===== config.mk =====
export PLATFORM = sky130hd
export DESIGN_NAME = wwdt_top
export DESIGN_NICKNAME = d
export VERILOG_FILES = /design/src/rtl/wwdt_pkg.sv /design/src/rtl/wwdt_regs.sv /design/src/rtl/wwdt_presc.sv /design/src/rtl/wwdt_core.sv /design/src/rtl/wwdt_status.sv /design/src/rtl/wwdt_top.sv
export SDC_FILE = /design/constraint.sdc
export NUM_CORES = 1
export LEC_CHECK = 0
export BUFFER_PORTS_ARGS = -buffer_cell sky130_fd_sc_hd__buf_2
export CORE_ASPECT_RATIO = 0.75
export CORE_UTILIZATION = 37
export CTS_BUF_LIST = sky130_fd_sc_hd__clkbuf_4 sky130_fd_sc_hd__clkbuf_8
export CTS_CLUSTER_SIZE = 12
export DETAILED_ROUTE_END_ITERATION = 10
export MAX_ROUTING_LAYER = met4
export SLEW_MARGIN = 20
export SYNTH_ARGS = -nofsm -noshare
export SYNTH_HDL_FRONTEND = slang
export SYNTH_SLANG_ARGS = --single-unit
export TNS_END_PERCENT = 1

===== constraint.sdc =====
create_clock -name clk_i -period 4.6 [get_ports clk_i]
set_clock_uncertainty 0.1 [all_clocks]
set_input_delay 0.46 -clock clk_i [delete_from_list [all_inputs] [get_ports clk_i]]
set_output_delay 0.46 -clock clk_i [all_outputs]
set_load 0.02 [all_outputs]

===== src/rtl/wwdt_pkg.sv =====
package wwdt_pkg;
  localparam int CNT_W  = 12;
  localparam int PSC_W  = 3;
  localparam int ADDR_W = 4;

  typedef enum logic [ADDR_W-1:0] {
    A_MODE   = 4'd0,
    A_MASK   = 4'd1,
    A_PERIOD = 4'd2,
    A_PRESC  = 4'd3,
    A_RPTH   = 4'd4,
    A_LVL    = 4'd5,
    A_PLIM   = 4'd6,
    A_RLIM   = 4'd7,
    A_LLIM   = 4'd8
  } addr_e;

  typedef struct packed {
    logic rep_rst;
    logic per_rst;
    logic dis;
  } mode_t;

  typedef struct packed {
    logic lvl;
    logic rep;
    logic per;
  } evt_t;
endpackage


===== src/rtl/wwdt_regs.sv =====
module wwdt_regs
  import wwdt_pkg::*;
#(
  parameter int CNT_W  = wwdt_pkg::CNT_W,
  parameter int PSC_W  = wwdt_pkg::PSC_W,
  parameter int ADDR_W = wwdt_pkg::ADDR_W
) (
  input  logic              clk_i,
  input  logic              rst_ni,
  input  logic              wr_en_i,
  input  logic [ADDR_W-1:0] wr_addr_i,
  input  logic [CNT_W-1:0]  wr_data_i,
  output mode_t             mode_o,
  output evt_t              mask_o,
  output logic [CNT_W-1:0]  period_o,
  output logic [PSC_W-1:0]  presc_o,
  output logic [CNT_W-1:0]  rpth_o,
  output logic [CNT_W-1:0]  lvl_o,
  output logic              err_o
);
  localparam int NLIM = 3;  // 0: period, 1: repeat, 2: level

  logic [NLIM-1:0][CNT_W-1:0] lim_q;
  logic [NLIM-1:0][CNT_W-1:0] clamp;
  mode_t             mode_q;
  evt_t              mask_q;
  logic [CNT_W-1:0]  period_q, rpth_q, lvl_q;
  logic [PSC_W-1:0]  presc_q;
  logic              ok_per, ok_rep, ok_lvl;

  for (genvar i = 0; i < NLIM; i++) begin : g_clamp
    assign clamp[i] = (wr_data_i > lim_q[i]) ? lim_q[i] : wr_data_i;
  end

  always_comb begin
    ok_per = (clamp[0] > rpth_q) && (clamp[0] > lvl_q);
    ok_rep = clamp[1] < period_q;
    ok_lvl = clamp[2] < period_q;
    err_o  = wr_en_i && (((wr_addr_i == A_PERIOD) && !ok_per) ||
                         ((wr_addr_i == A_RPTH)   && !ok_rep) ||
                         ((wr_addr_i == A_LVL)    && !ok_lvl));
  end

  always_ff @(posedge clk_i or negedge rst_ni) begin
    if (!rst_ni) begin
      lim_q <= '1;
    end else if (wr_en_i) begin
      for (int i = 0; i < NLIM; i++)
        if (wr_addr_i == ADDR_W'(A_PLIM) + ADDR_W'(i)) lim_q[i] <= wr_data_i;
    end
  end

  always_ff @(posedge clk_i or negedge rst_ni) begin
    if (!rst_ni) begin
      mode_q   <= '{rep_rst: 1'b0, per_rst: 1'b1, dis: 1'b0};
      mask_q   <= '0;
      period_q <= '1;
      presc_q  <= '0;
      rpth_q   <= '0;
      lvl_q    <= '0;
    end else if (wr_en_i) begin
      case (wr_addr_i)
        A_MODE:   mode_q  <= mode_t'(wr_data_i[2:0]);
        A_MASK:   mask_q  <= evt_t'(wr_data_i[2:0]);
        A_PRESC:  presc_q <= wr_data_i[PSC_W-1:0];
        A_PERIOD: if (ok_per) period_q <= clamp[0];
        A_RPTH:   if (ok_rep) rpth_q   <= clamp[1];
        A_LVL:    if (ok_lvl) lvl_q    <= clamp[2];
        default: ;
      endcase
    end
  end

  assign mode_o   = mode_q;
  assign mask_o   = mask_q;
  assign period_o = period_q;
  assign presc_o  = presc_q;
  assign rpth_o   = rpth_q;
  assign lvl_o    = lvl_q;
endmodule


===== src/rtl/wwdt_presc.sv =====
module wwdt_presc #(
  parameter int PSC_W = wwdt_pkg::PSC_W
) (
  input  logic             clk_i,
  input  logic             rst_ni,
  input  logic             clr_i,
  input  logic [PSC_W-1:0] presc_i,
  output logic             tick_o
);
  localparam int DIV_W = 2**PSC_W - 1;

  logic [DIV_W-1:0] pre_q;
  logic [PSC_W-1:0] sh;
  logic [DIV_W:0]   lim;

  assign sh     = PSC_W'(DIV_W) - presc_i;
  assign lim    = ({{DIV_W{1'b0}}, 1'b1} << sh) - 1'b1;
  // >= keeps a shrinking divider from wrapping through the full range
  assign tick_o = !clr_i && ({1'b0, pre_q} >= lim);

  always_ff @(posedge clk_i or negedge rst_ni) begin
    if (!rst_ni)                pre_q <= '0;
    else if (clr_i || tick_o)   pre_q <= '0;
    else                        pre_q <= pre_q + 1'b1;
  end
endmodule


===== src/rtl/wwdt_core.sv =====
module wwdt_core
  import wwdt_pkg::*;
#(
  parameter int CNT_W = wwdt_pkg::CNT_W
) (
  input  logic             clk_i,
  input  logic             rst_ni,
  input  logic             tick_i,
  input  logic             restart_i,
  input  logic [CNT_W-1:0] period_i,
  input  logic [CNT_W-1:0] rpth_i,
  input  logic [CNT_W-1:0] lvl_i,
  output logic [CNT_W-1:0] cnt_o,
  output evt_t             ev_o
);
  logic [CNT_W-1:0] cnt_q;
  logic             last;

  assign last = cnt_q <= CNT_W'(1);

  always_comb begin
    ev_o.per = tick_i && last;
    ev_o.lvl = tick_i && ((cnt_q - 1'b1) == lvl_i);
    // elapsed = period - count; early when elapsed < threshold
    ev_o.rep = restart_i &&
               (({1'b0, cnt_q} + {1'b0, rpth_i}) > {1'b0, period_i});
  end

  always_ff @(posedge clk_i or negedge rst_ni) begin
    if (!rst_ni)        cnt_q <= '1;
    else if (restart_i) cnt_q <= period_i;
    else if (tick_i)    cnt_q <= last ? period_i : cnt_q - 1'b1;
  end

  assign cnt_o = cnt_q;
endmodule


===== src/rtl/wwdt_status.sv =====
module wwdt_status
  import wwdt_pkg::*;
(
  input  logic       clk_i,
  input  logic       rst_ni,
  input  evt_t       ev_i,
  input  logic       err_i,
  input  logic       rd_clr_i,
  input  evt_t       mask_i,
  input  mode_t      mode_i,
  output logic [3:0] stat_o,
  output logic       irq_o,
  output logic       rst_req_o
);
  logic [3:0] stat_q;
  logic       req_q;

  always_ff @(posedge clk_i or negedge rst_ni) begin
    if (!rst_ni) begin
      stat_q <= '0;
      req_q  <= 1'b0;
    end else begin
      stat_q <= (rd_clr_i ? 4'b0 : stat_q) | {err_i, ev_i};
      req_q  <= (ev_i.per && mode_i.per_rst) || (ev_i.rep && mode_i.rep_rst);
    end
  end

  assign stat_o    = stat_q;
  assign irq_o     = |(stat_q[2:0] & mask_i);
  assign rst_req_o = req_q;
endmodule


===== src/rtl/wwdt_top.sv =====
module wwdt_top
  import wwdt_pkg::*;
#(
  parameter int CNT_W  = wwdt_pkg::CNT_W,
  parameter int PSC_W  = wwdt_pkg::PSC_W,
  parameter int ADDR_W = wwdt_pkg::ADDR_W
) (
  input  logic              clk_i,
  input  logic              rst_ni,
  input  logic              restart_i,
  input  logic              wr_en_i,
  input  logic [ADDR_W-1:0] wr_addr_i,
  input  logic [CNT_W-1:0]  wr_data_i,
  input  logic              rd_clr_i,
  output logic [CNT_W-1:0]  count_o,
  output logic [3:0]        stat_o,
  output logic              irq_o,
  output logic              rst_req_o
);
  mode_t            mode;
  evt_t             mask, ev;
  logic [CNT_W-1:0] period, rpth, lvl;
  logic [PSC_W-1:0] presc;
  logic             err, tick, restart_acc, dis;

  assign dis         = mode.dis;
  assign restart_acc = restart_i && !dis;

  wwdt_regs #(.CNT_W(CNT_W), .PSC_W(PSC_W), .ADDR_W(ADDR_W)) u_regs (
    .clk_i, .rst_ni, .wr_en_i, .wr_addr_i, .wr_data_i,
    .mode_o(mode), .mask_o(mask), .period_o(period), .presc_o(presc),
    .rpth_o(rpth), .lvl_o(lvl), .err_o(err)
  );

  wwdt_presc #(.PSC_W(PSC_W)) u_presc (
    .clk_i, .rst_ni, .clr_i(restart_acc || dis), .presc_i(presc), .tick_o(tick)
  );

  wwdt_core #(.CNT_W(CNT_W)) u_core (
    .clk_i, .rst_ni, .tick_i(tick), .restart_i(restart_acc),
    .period_i(period), .rpth_i(rpth), .lvl_i(lvl), .cnt_o(count_o), .ev_o(ev)
  );

  wwdt_status u_stat (
    .clk_i, .rst_ni, .ev_i(ev), .err_i(err), .rd_clr_i, .mask_i(mask),
    .mode_i(mode), .stat_o, .irq_o, .rst_req_o
  );
endmodule


==> results.py <==
metrics = {
    "run_status": {
        "failed_checks": "negative hold slack",
        "outcome": "finished, violations left",
    },
    "yosys": {
        "synthArstFlopShare_pct": 100,
        "synthDistinctLibCells": 62,
        "yosysWarnings": 0,
        "syn_inst": 833,
        "synth_top_flop_cell": "dfstp_2",
        "syn_nets": 972,
        "synth_area_um2": 8180,
        "synth_edf_count": 0,
        "seq_area_frac_synth_pct": 33.0,
        "ys_ff_latch": 105,
        "syn_area_per_cell_um2": 9.82,
    },
    "power": {
        "power_density_nw_per_um2": 626,
        "leakagePower_nw": 4.29,
        "peakVddDrop_mv": 0.281,
        "totalPowerFinal_mw": 5.86,
    },
    "layout": {
        "multiInputGateArea_um2": 5150,
        "nets": 1047,
        "seqCellArea_um2": 2700,
        "area_growth_pct": 14.4,
        "fillers": 2114,
        "antenna_cells": 0,
        "drive_gt1_share_pct": 30.6,
    },
    "critical_path": {
        "cp_cell_sequence": "inv_1, ha_1, nand4_1, nor2_1, nand2_1, o211a_1, nor2_4, mux2_2, ha_1, a21o_1, a21o_1, a21oi_1, nor2_1, nor3_1, buf_4, o2111ai_2, buf_12, mux2_4",
        "worst_path_largest_cell_delay_ps": 550,
        "worst_ep_required_time_ps": 4780,
        "criticalPathCategory": "flip-flop to flip-flop",
        "critPathBufInv": 3,
        "startpoint_type": "flip-flop",
        "critical-path-slowest-cell": "dfstp_2",
        "path_depth": 18,
        "cp_top_family": "compound AO/OA/AOI/OAI gates",
        "crit_path_end_kind": "flip-flop",
        "worstPathArrival_ps": 4630,
        "path_max_fanout": 12,
        "reg2reg_depth": 18,
    },
    "flow_run": {
        "maxCapViolCount": 0,
    },
    "cts": {
        "cts_tree": "yes",
        "clock_latency_ps": 410,
        "htreeDepth": 3,
        "clockBufferDepth": 2,
        "cts_root_buf": "clkbuf_8",
        "cts_sinks": 105,
        "cts_made_buffers": 9,
        "clkTransAtPathRegs_ps": 120,
    },
    "die": {
        "die_w_um": 174,
        "rows": 46,
        "coreArea_um2": 21400,
        "initial_utilization_pct": 38.2,
        "die_area_um2": 22700,
        "io_pins": 39,
        "dieHeight_um": 131,
    },
    "routing": {
        "firstDrtPassIters": 7,
        "drcViolationCount": 0,
        "wl_per_cell_um": 17.8,
        "num_vias": 6273,
        "routed_wl_um": 21400,
        "vias_per_cell": 5.22,
        "drt_iter0_markers": 476,
        "ant_nets": 0,
    },
    "timing": {
        "post-route-period-util_pct": 96.8,
        "slew_violations": 0,
        "relSlewSlack_pct": 34.2,
        "finalSetupTns_ps": 0,
        "max_freq_mhz": 225,
        "rsz0062_at_grt": "no",
        "whs_ps": -1.16,
        "hold_viol": 2,
        "setup_ws_ps": 149,
        "tightestPinTransition_ps": 978,
        "finalSetupViolCount": 0,
        "min_period_ps": 4450,
    },
    "grt": {
        "gr-total-overflow": 0,
        "grt_pass1_vias": 6046,
        "grt_antenna_before_repair": 0,
        "grt_use_total_pct": 20.3,
        "grt_max_degree": 78,
        "grt_first_pass_wirelength_um": 34400,
    },
    "min_path": {
        "hold_path.class": "input port to asynchronous set/reset pin",
    },
    "placed_design": {
        "place_hpwl_um": 16900,
        "dpl_worst_slack_ps": -63.7,
        "gp_congestion": 0.936,
        "port_buffers": 38,
    },
}
[logic make-up (layout without fill, tap and decap cells)]
group	Yosys count	after routing	synth area share, %
buffers and inverters	105	185	5.12
flip-flops	105	105	33.0
XOR/XNOR	36	36	3.85
AND/OR/NAND/NOR	207	207	12.5
multiplexers	95	95	13.9
adder cells (fa/ha/maj)	118	118	18.1
AO/OA/AOI/OAI	167	167	13.5
[layer usage]
layer	GRT usage, %	vias up	wire length [um]
met2	28.9	132	8700
met5	-	-	0
met4	4.54	0	227
met1	29.8	3024	11300
li1	-	3103	-
met3	3.50	14	1200
[final timing paths]
path | end | from | slack, ps
max in group asynchronous | u_regs.period_o[11]$_DFFE_PN1P_ | rst_ni | 3470
min | u_regs.lvl_o[9]$_DFFE_PN0P_ | rst_ni | -1
min in group clk_i | u_stat.stat_o[2]$_DFF_PN0_ | rd_clr_i | 210
max reg2reg | u_regs.lvl_o[7]$_DFFE_PN0P_ | u_regs.lim_q[32]$_DFFE_PN1P_ | 150
min reg2reg | u_presc.pre_q[0]$_DFF_PN0_ | u_presc.pre_q[0]$_DFF_PN0_ | 400
max | u_regs.lvl_o[7]$_DFFE_PN0P_ | u_regs.lim_q[32]$_DFFE_PN1P_ | 150
[worst reg2reg max path, stage by stage, from the launching register on]
cell and delay [ps]:
dfstp_2 550, inv_1 40, ha_1 320, nand4_1 180, nor2_1 140, nand2_1 90
o211a_1 260, nor2_4 250, mux2_2 390, ha_1 290, a21o_1 180, a21o_1 160
a21oi_1 260, nor2_1 120, nor3_1 200, buf_4 150, o2111ai_2 140, buf_12 190
mux2_4 310
[cell usage in the layout (no fill, tap or decap), types with 7 or more instances in the layout]
master    count
ha_1        114
inv_1        82
mux2_2       67
dfstp_2      61
nand2_1      52
nor2_1       51
buf_4        45
dfrtp_1      44
o21ai_0      42
a21oi_1      37
buf_2        37
xnor2_1      28
a21o_1       25
mux2_4       22
nand4_1      19
nor3_1       16
nand3_1      14
nor2b_1      13
clkbuf_8      9
and3_1        8
nand2b_1      8
o21a_1        8
xor2_1        8
o22a_1        7
[area by class of cell]
type,instances,share of cell area [%]
clock buffer,10,1.40
clock inverter,6,1.23
inverter,82,3.29
multi-input combinational,623,55.1
sequential,105,28.9
tap,288,3.85
timing repair buffer,87,6.28
[state kept, by name, indices dropped and copies added, names as in the netlist]
signal	flops
u_presc.pre_q	7
u_regs.lim_q	36
u_regs.mode_o	3
u_stat.stat_o	4
u_regs.mask_o	3
u_regs.presc_o	3
u_core.cnt_o	12
u_regs.rpth_o	12
u_regs.lvl_o	12
u_regs.period_o	12
u_stat.rst_req_o	1
[power breakdown]
group	internal, mW	total [mW]	switching (mW)
clock	0.371	0.733	0.362
combinational	1.62	3.40	1.78
sequential	1.36	1.73	0.371
total	3.35	5.86	2.51
[cells in the mapped netlist (2+ instances only)]
library cell  number  share of area (%)
a21oi_1           37                2.3
a211oi_1           7               0.64
a31oi_1            6               0.46
nand3_1           14               0.86
nor2b_1           13               0.99
xnor2_1           28                3.0
xor2_1             8               0.86
nand2_1           52                2.4
clkbuf_1          15               0.69
o211ai_1           5               0.46
or2_2              5               0.38
mux2_2            69                9.5
mux2_4            20                3.7
buf_2              5               0.31
dfstp_2           61                 20
nand4b_1           2               0.21
mux2i_1            6               0.73
nand3b_1           6               0.55
a211oi_2           2               0.31
o21a_1             8               0.73
o21ai_0           45                2.8
buf_6              2               0.28
nor3_1            17                1.0
nand4_1           19                1.5
nor3b_1            2               0.18
nand2b_1           8               0.61
a21o_1            25                2.3
o31ai_1            2               0.18
and3_1             8               0.61
o21ai_1            2               0.12
inv_1             82                3.8
o22a_1             7               0.75
dfrtp_1           44                 13
o22ai_1            4               0.31
ha_1             117                 18
nor2_1            54                2.5
[timing repair]
action | CTS | global route
hold buffers | 0 | 0
endpoints found under the setup margin | 12 | 37
resized for setup | 1 | 22
buffers inserted | 0 | 2
hold endpoints to repair | 0 | 0
gates cloned | 0 | 1
pin swaps | 0 | 10
[metrics by stage]
stage	area [um^2]	cells	utilization [%]
floorplan	8180	833	-
global placement	8990	1182	42.0
detailed placement	8990	1182	42.0
CTS	9240	1198	43.1
global route	9360	1201	43.7
finish	9360	1201	43.7
Power figures use the tool's default switching activity.
